### config.mk
export PLATFORM = sky130hd
export DESIGN_NAME = snan_quiet_unit
export DESIGN_NICKNAME = d
export VERILOG_FILES = /design/src/rtl/snq_pkg.sv /design/src/rtl/snq_classify.sv /design/src/rtl/snq_quieter.sv /design/src/rtl/snan_quiet_unit.sv
export SDC_FILE = /design/constraint.sdc
export NUM_CORES = 1
export LEC_CHECK = 0
export ABC_AREA = 1
export BUFFER_PORTS_ARGS = -buffer_cell sky130_fd_sc_hd__buf_2
export CELL_PAD_IN_SITES_DETAIL_PLACEMENT = 1
export CELL_PAD_IN_SITES_GLOBAL_PLACEMENT = 1
export CORE_ASPECT_RATIO = 1.2
export CORE_MARGIN = 8
export CORE_UTILIZATION = 27
export CTS_CLUSTER_SIZE = 12
export DETAILED_ROUTE_END_ITERATION = 8
export PLACE_DENSITY = 0.78
export SLEW_MARGIN = 20
export SYNTH_ARGS = -nofsm -noshare
export SYNTH_HDL_FRONTEND = slang
export SYNTH_SLANG_ARGS = --single-unit
### constraint.sdc
create_clock -name clk -period 0.8 [get_ports clk]
set_input_delay 0.16 -clock clk [delete_from_list [all_inputs] [get_ports clk]]
set_output_delay 0.16 -clock clk [all_outputs]
set_load 0.1 [all_outputs]
### src/rtl/snq_pkg.sv
package snq_pkg;
    localparam int SNQ_EXP_W  = 8;
    localparam int SNQ_FRAC_W = 23;

    typedef enum logic {
        OUT_IDLE = 1'b0,
        OUT_LIVE = 1'b1
    } snq_out_state_e;
endpackage

### src/rtl/snq_classify.sv
module snq_classify #(
    parameter int EXP_W  = 8,
    parameter int FRAC_W = 23
) (
    input  logic [EXP_W+FRAC_W:0] word,
    input  logic                  mode_2008,
    output logic                  is_nan,
    output logic                  is_snan
);
    logic exp_full;
    logic frac_nz;
    logic qbit;

    always_comb begin
        exp_full = &word[FRAC_W +: EXP_W];
        frac_nz  = |word[FRAC_W-1:0];
        qbit     = word[FRAC_W-1];
        is_nan   = exp_full & frac_nz;
        is_snan  = is_nan & (qbit ^ mode_2008);
    end
endmodule

### src/rtl/snq_quieter.sv
module snq_quieter #(
    parameter int EXP_W  = 8,
    parameter int FRAC_W = 23
) (
    input  logic [EXP_W+FRAC_W:0] word,
    input  logic                  mode_2008,
    output logic [EXP_W+FRAC_W:0] quiet_word
);
    localparam int QPOS = FRAC_W - 1;
    localparam int NPOS = FRAC_W - 2;

    logic low_zero;

    always_comb begin
        low_zero   = ~|word[NPOS:0];
        quiet_word = word;
        if (mode_2008) begin
            quiet_word[QPOS] = 1'b1;
        end else begin
            quiet_word[QPOS] = 1'b0;
            if (low_zero) begin
                quiet_word[NPOS] = 1'b1;
            end
        end
    end
endmodule

### src/rtl/snan_quiet_unit.sv
module snan_quiet_unit #(
    parameter int EXP_W  = snq_pkg::SNQ_EXP_W,
    parameter int FRAC_W = snq_pkg::SNQ_FRAC_W
) (
    input  logic                  clk,
    input  logic                  rst_n,
    input  logic                  in_valid,
    input  logic [EXP_W+FRAC_W:0] in_word,
    input  logic                  mode_2008,
    output logic                  out_valid,
    output logic                  out_is_nan,
    output logic                  out_is_snan,
    output logic [EXP_W+FRAC_W:0] out_word,
    output logic                  out_invalid
);
    import snq_pkg::*;

    localparam int WORD_W = 1 + EXP_W + FRAC_W;
    localparam int QPOS   = FRAC_W - 1;

    snq_out_state_e     state_q, state_d;
    logic               c_nan, c_snan;
    logic [WORD_W-1:0]  q_word, res_word;

    snq_classify #(.EXP_W(EXP_W), .FRAC_W(FRAC_W)) u_classify (
        .word      (in_word),
        .mode_2008 (mode_2008),
        .is_nan    (c_nan),
        .is_snan   (c_snan)
    );

    snq_quieter #(.EXP_W(EXP_W), .FRAC_W(FRAC_W)) u_quieter (
        .word       (in_word),
        .mode_2008  (mode_2008),
        .quiet_word (q_word)
    );

    always_comb begin
        res_word = c_snan ? q_word : in_word;
    end

    // Next-state logic
    always_comb begin
        state_d = state_q;
        unique case (state_q)
            OUT_IDLE: state_d = in_valid ? OUT_LIVE : OUT_IDLE;
            OUT_LIVE: state_d = in_valid ? OUT_LIVE : OUT_IDLE;
            default:  state_d = OUT_IDLE;
        endcase
    end

    // State register
    always_ff @(posedge clk) begin
        if (!rst_n) state_q <= OUT_IDLE;
        else        state_q <= state_d;
    end

    // Output registers
    always_ff @(posedge clk) begin
        if (!rst_n) begin
            out_is_nan  <= 1'b0;
            out_is_snan <= 1'b0;
            out_invalid <= 1'b0;
            out_word    <= '0;
        end else begin
            out_is_nan  <= in_valid & c_nan;
            out_is_snan <= in_valid & c_snan;
            out_invalid <= in_valid & c_snan;
            if (in_valid) out_word <= res_word;
        end
    end

    always_comb begin
        out_valid = (state_q == OUT_LIVE);
    end


    valid_follow_chk: assert property (@(posedge clk) disable iff (!rst_n)
        out_valid == $past(in_valid));


    flags_quiet_chk: assert property (@(posedge clk) disable iff (!rst_n)
        !out_valid |-> !(out_is_nan | out_is_snan | out_invalid));


    invalid_needs_snan_chk: assert property (@(posedge clk) disable iff (!rst_n)
        out_invalid |-> (out_is_snan && out_is_nan));


    sign_exp_keep_chk: assert property (@(posedge clk) disable iff (!rst_n)
        out_valid |-> out_word[WORD_W-1:FRAC_W] == $past(in_word[WORD_W-1:FRAC_W]));


    pass_through_chk: assert property (@(posedge clk) disable iff (!rst_n)
        (out_valid && !out_invalid) |-> out_word == $past(in_word));


    quiet_bit_chk: assert property (@(posedge clk) disable iff (!rst_n)
        out_invalid |-> out_word[QPOS] == $past(mode_2008));


    stays_nan_chk: assert property (@(posedge clk) disable iff (!rst_n)
        out_invalid |-> ((&out_word[WORD_W-2:FRAC_W]) && (|out_word[FRAC_W-1:0])));
endmodule

==> flow_summary.yaml <==
logic_synthesis:
  yosys.area.top_type: "dfxtp_1"
  synth_compound_area_share_pct: 17.5
  yosysWarnings: 0
  synth_fp_nets: 232
  syn_area_um2: 1400
  synth-simple-area-share_pct: 23.4
  syn_area_per_cell_um2: 7.16
  synth-adder-area-share_pct: 0
  synthCells: 196
  yosysUniqueCellTypes: 18
  ys_top_cells_by_area: "dfxtp_1, nor2_1, o21ai_1"
  synth_top_area_share_pct: 49.9
  muxShareOfSynthArea_pct: 0
  yosysSeqAreaShare_pct: 49.9
  synth_top_family_by_area: "simple AND/OR/NAND/NOR gates"
  synthXorXnorAreaFrac_pct: 0
  ys_seq_elements: 35
critical_path:
  r2r_start: "out_word[19]"
  path_cells: "buf_12"
  crit_fanout: 2
  crit_path_end_kind: "output port"
  rrSetupSlack_ns: 0.05
  start_kind: "flop"
  crit_required_ns: 0.64
  reg2regPathDepth: 3
  regToRegEndpoint: "out_word[19]"
  cp_slowest_stage_delay_ns: 0.38
  crit_type: "reg2out"
  slowest_stage: "dfxtp_4"
  path_buf_inv: 1
  cp_top_family: "flip-flops"
  cp_data_arrival_time_ns: 0.84
cells_and_area:
  final_area_um2: 2750
  finish.utilization_pct: 55.3
  areaGrowthSynthToFinish_pct: 95.9
  drive_gt1_share_pct: 50.5
  nets: 324
  n_antenna_cell: 0
sta:
  rsz0062_at_grt: "yes"
  maxSlewHeadroom_pct: 83.8
  fmax_ghz: 1.00
  post-route-period-util_pct: 125
  slew_violations: 0
  hold_viol: 0
  worst_pin_slew_ns: 0.242
  setup_viol: 36
  period_minus_slack_ns: 0.996
  setup_ws_ns: -0.196
  finClkSkew_ns: 0
global_routing:
  grt_pass1_vias: 1865
  grt_max_degree: 26
  track_usage_pct: 14.3
  grt_first_pass_wirelength_um: 8630
  antenna_found_initial: 0
  gr-total-overflow: 0
cts:
  clockBufferDepth: 2
  cts.sinks: 35
  cts_root_buf: "clkbuf_8"
  ctsHoldBuffers: 0
  clkTransAtPathRegs_ns: 0.07
  worstSkewPairLatency_ns: 0.28
  htreeDepth: 2
  cts_tree: "built"
  numCtsBuffers: 5
hold_path:
  min_path_cells: 3
  hp-class: "in2reg"
  min_to: "out_word[31]"
  hp-start: "in_word[31]"
die:
  die_area_um2: 7770
  core.rowCount: 28
  design.core.area_um2: 4970
  start_util_pct: 28.2
  fp.dieH_um: 95.0
  ios: 72
  die_w_um: 81.8
run_status:
  violations: "negative setup slack"
  outcome: "finished, violations left"
place:
  place_congestion: 0.720
  placed_area_um2: 2620
  dpl.hpwl_um: 4450
  port_buffers: 71
pwr:
  worst_ir_drop_vdd_mv: 0.991
  power.internal_mw: 3.11
  combPwrFrac_pct: 36.5
  p_leak_nw: 1.24
  power_density_nw_per_um2: 1810
  p_clk_share_pct: 24.3
  switching_share_pct: 37.6
  p_sw_mw: 1.88
  p_seq_share_pct: 39.2
flow_run:
  maxCapViolations: 0
drt:
  vias_per_cell: 4.62
  drt_iter0_markers: 35
  ant_nets: 0
  dr.pass1.iters: 4
  drcViolationCount: 0
  post_drt_wl_per_cell_um: 15.4
  wl_um: 5390
  vias: 1612
## routing by layer
layer	up-vias	part of all wire (%)	wire, µm	track usage, %
met3	8	7.3	395	4.75
met5	-	0	0	0
met4	0	1.8	96	4.84
met2	43	54	2930	27.0
li1	805	-	-	-
met1	756	36	1960	14.1
## power groups by stage
stage / sequential, mW / clock, mW / combinational, mW
4_1_cts: 1.96 / 1.28 / 1.82
6_report: 1.96 / 1.21 / 1.82
3_5_place_dp: 2.00 / 0 / 1.80
2_1_floorplan: 2.75 / 0 / 0.236
5_1_grt: 1.97 / 1.34 / 1.89
3_3_place_gp: 1.99 / 0 / 1.77
## Yosys cell counts, drive strengths merged
library cell	n
clkinv	1
nand4	1
nand2	18
clkbuf	2
nor2	57
buf	8
a21oi	17
nand3	6
o21ai	32
inv	18
or2	1
dfxtp	35
## per-stage QoR
step | power [mW] | setup TNS (ns) | hold slack (ns) | setup slack, ns | instances
after floorplan | 2.99 | -0.222 | 0.278 | -0.222 | 196
after global placement | 3.76 | -1.65 | 0.388 | -0.190 | 337
after detailed placement | 3.80 | -2.73 | 0.397 | -0.264 | 337
after CTS | 5.06 | -6.90 | 0.0934 | -0.216 | 348
after global routing | 5.20 | -7.32 | 0.111 | -0.226 | 349
final | 4.99 | -6.30 | 0.104 | -0.196 | 349
## worst max-delay path by stage
stage | startpoint | end | slack [ns] | depth (start not counted)
after floorplan | out_invalid | out_is_snan | -0.22 | 1
after global placement | in_word[10] | out_invalid | -0.19 | 7
after detailed placement | in_word[24] | out_word[21] | -0.26 | 7
after CTS | out_invalid | out_invalid | -0.22 | 1
after global routing | out_invalid | out_invalid | -0.23 | 1
final | out_invalid | out_invalid | -0.20 | 1
## cell type report
class / instances / area [µm²]
multi-input combinational: 132 / 592
inverter: 19 / 73.8
fill: 596 / 2220
sequential: 35 / 827
timing repair buffer: 95 / 1100
clock buffer: 7 / 76.3
clock inverter: 1 / 5.00
tap: 60 / 75.1
## timing repair
action	in CTS	in global routing
buffers inserted	3	1
setup endpoints to repair	36	42
resized for setup	0	6
## cells by family after synthesis
kind of cell,after synthesis
AO/OA/AOI/OAI,49
buffers and inverters,29
flip-flops,35
AND/OR/NAND/NOR,83
## cell usage in the layout, fill, tap and decap left out
cell type / count
o21ai_2: 2
nand4_1: 1
buf_12: 38
or2_0: 1
dfxtp_2: 2
inv_1: 16
a21oi_1: 17
nor2_2: 5
clkbuf_8: 5
clkinv_1: 1
inv_2: 1
buf_2: 35
dfxtp_4: 33
nand2_2: 1
clkbuf_1: 2
buf_4: 22
clkinv_2: 1
o21ai_0: 2
nand3_1: 6
nand2_1: 17
o21ai_1: 28
inv_4: 1
nor2_1: 52
## flip-flops by register name, indices dropped and copies added (netlist names)
name	count
out_word	32
out_is_nan	1
out_invalid	1
out_valid	1
(Power assumes the default switching activity.)
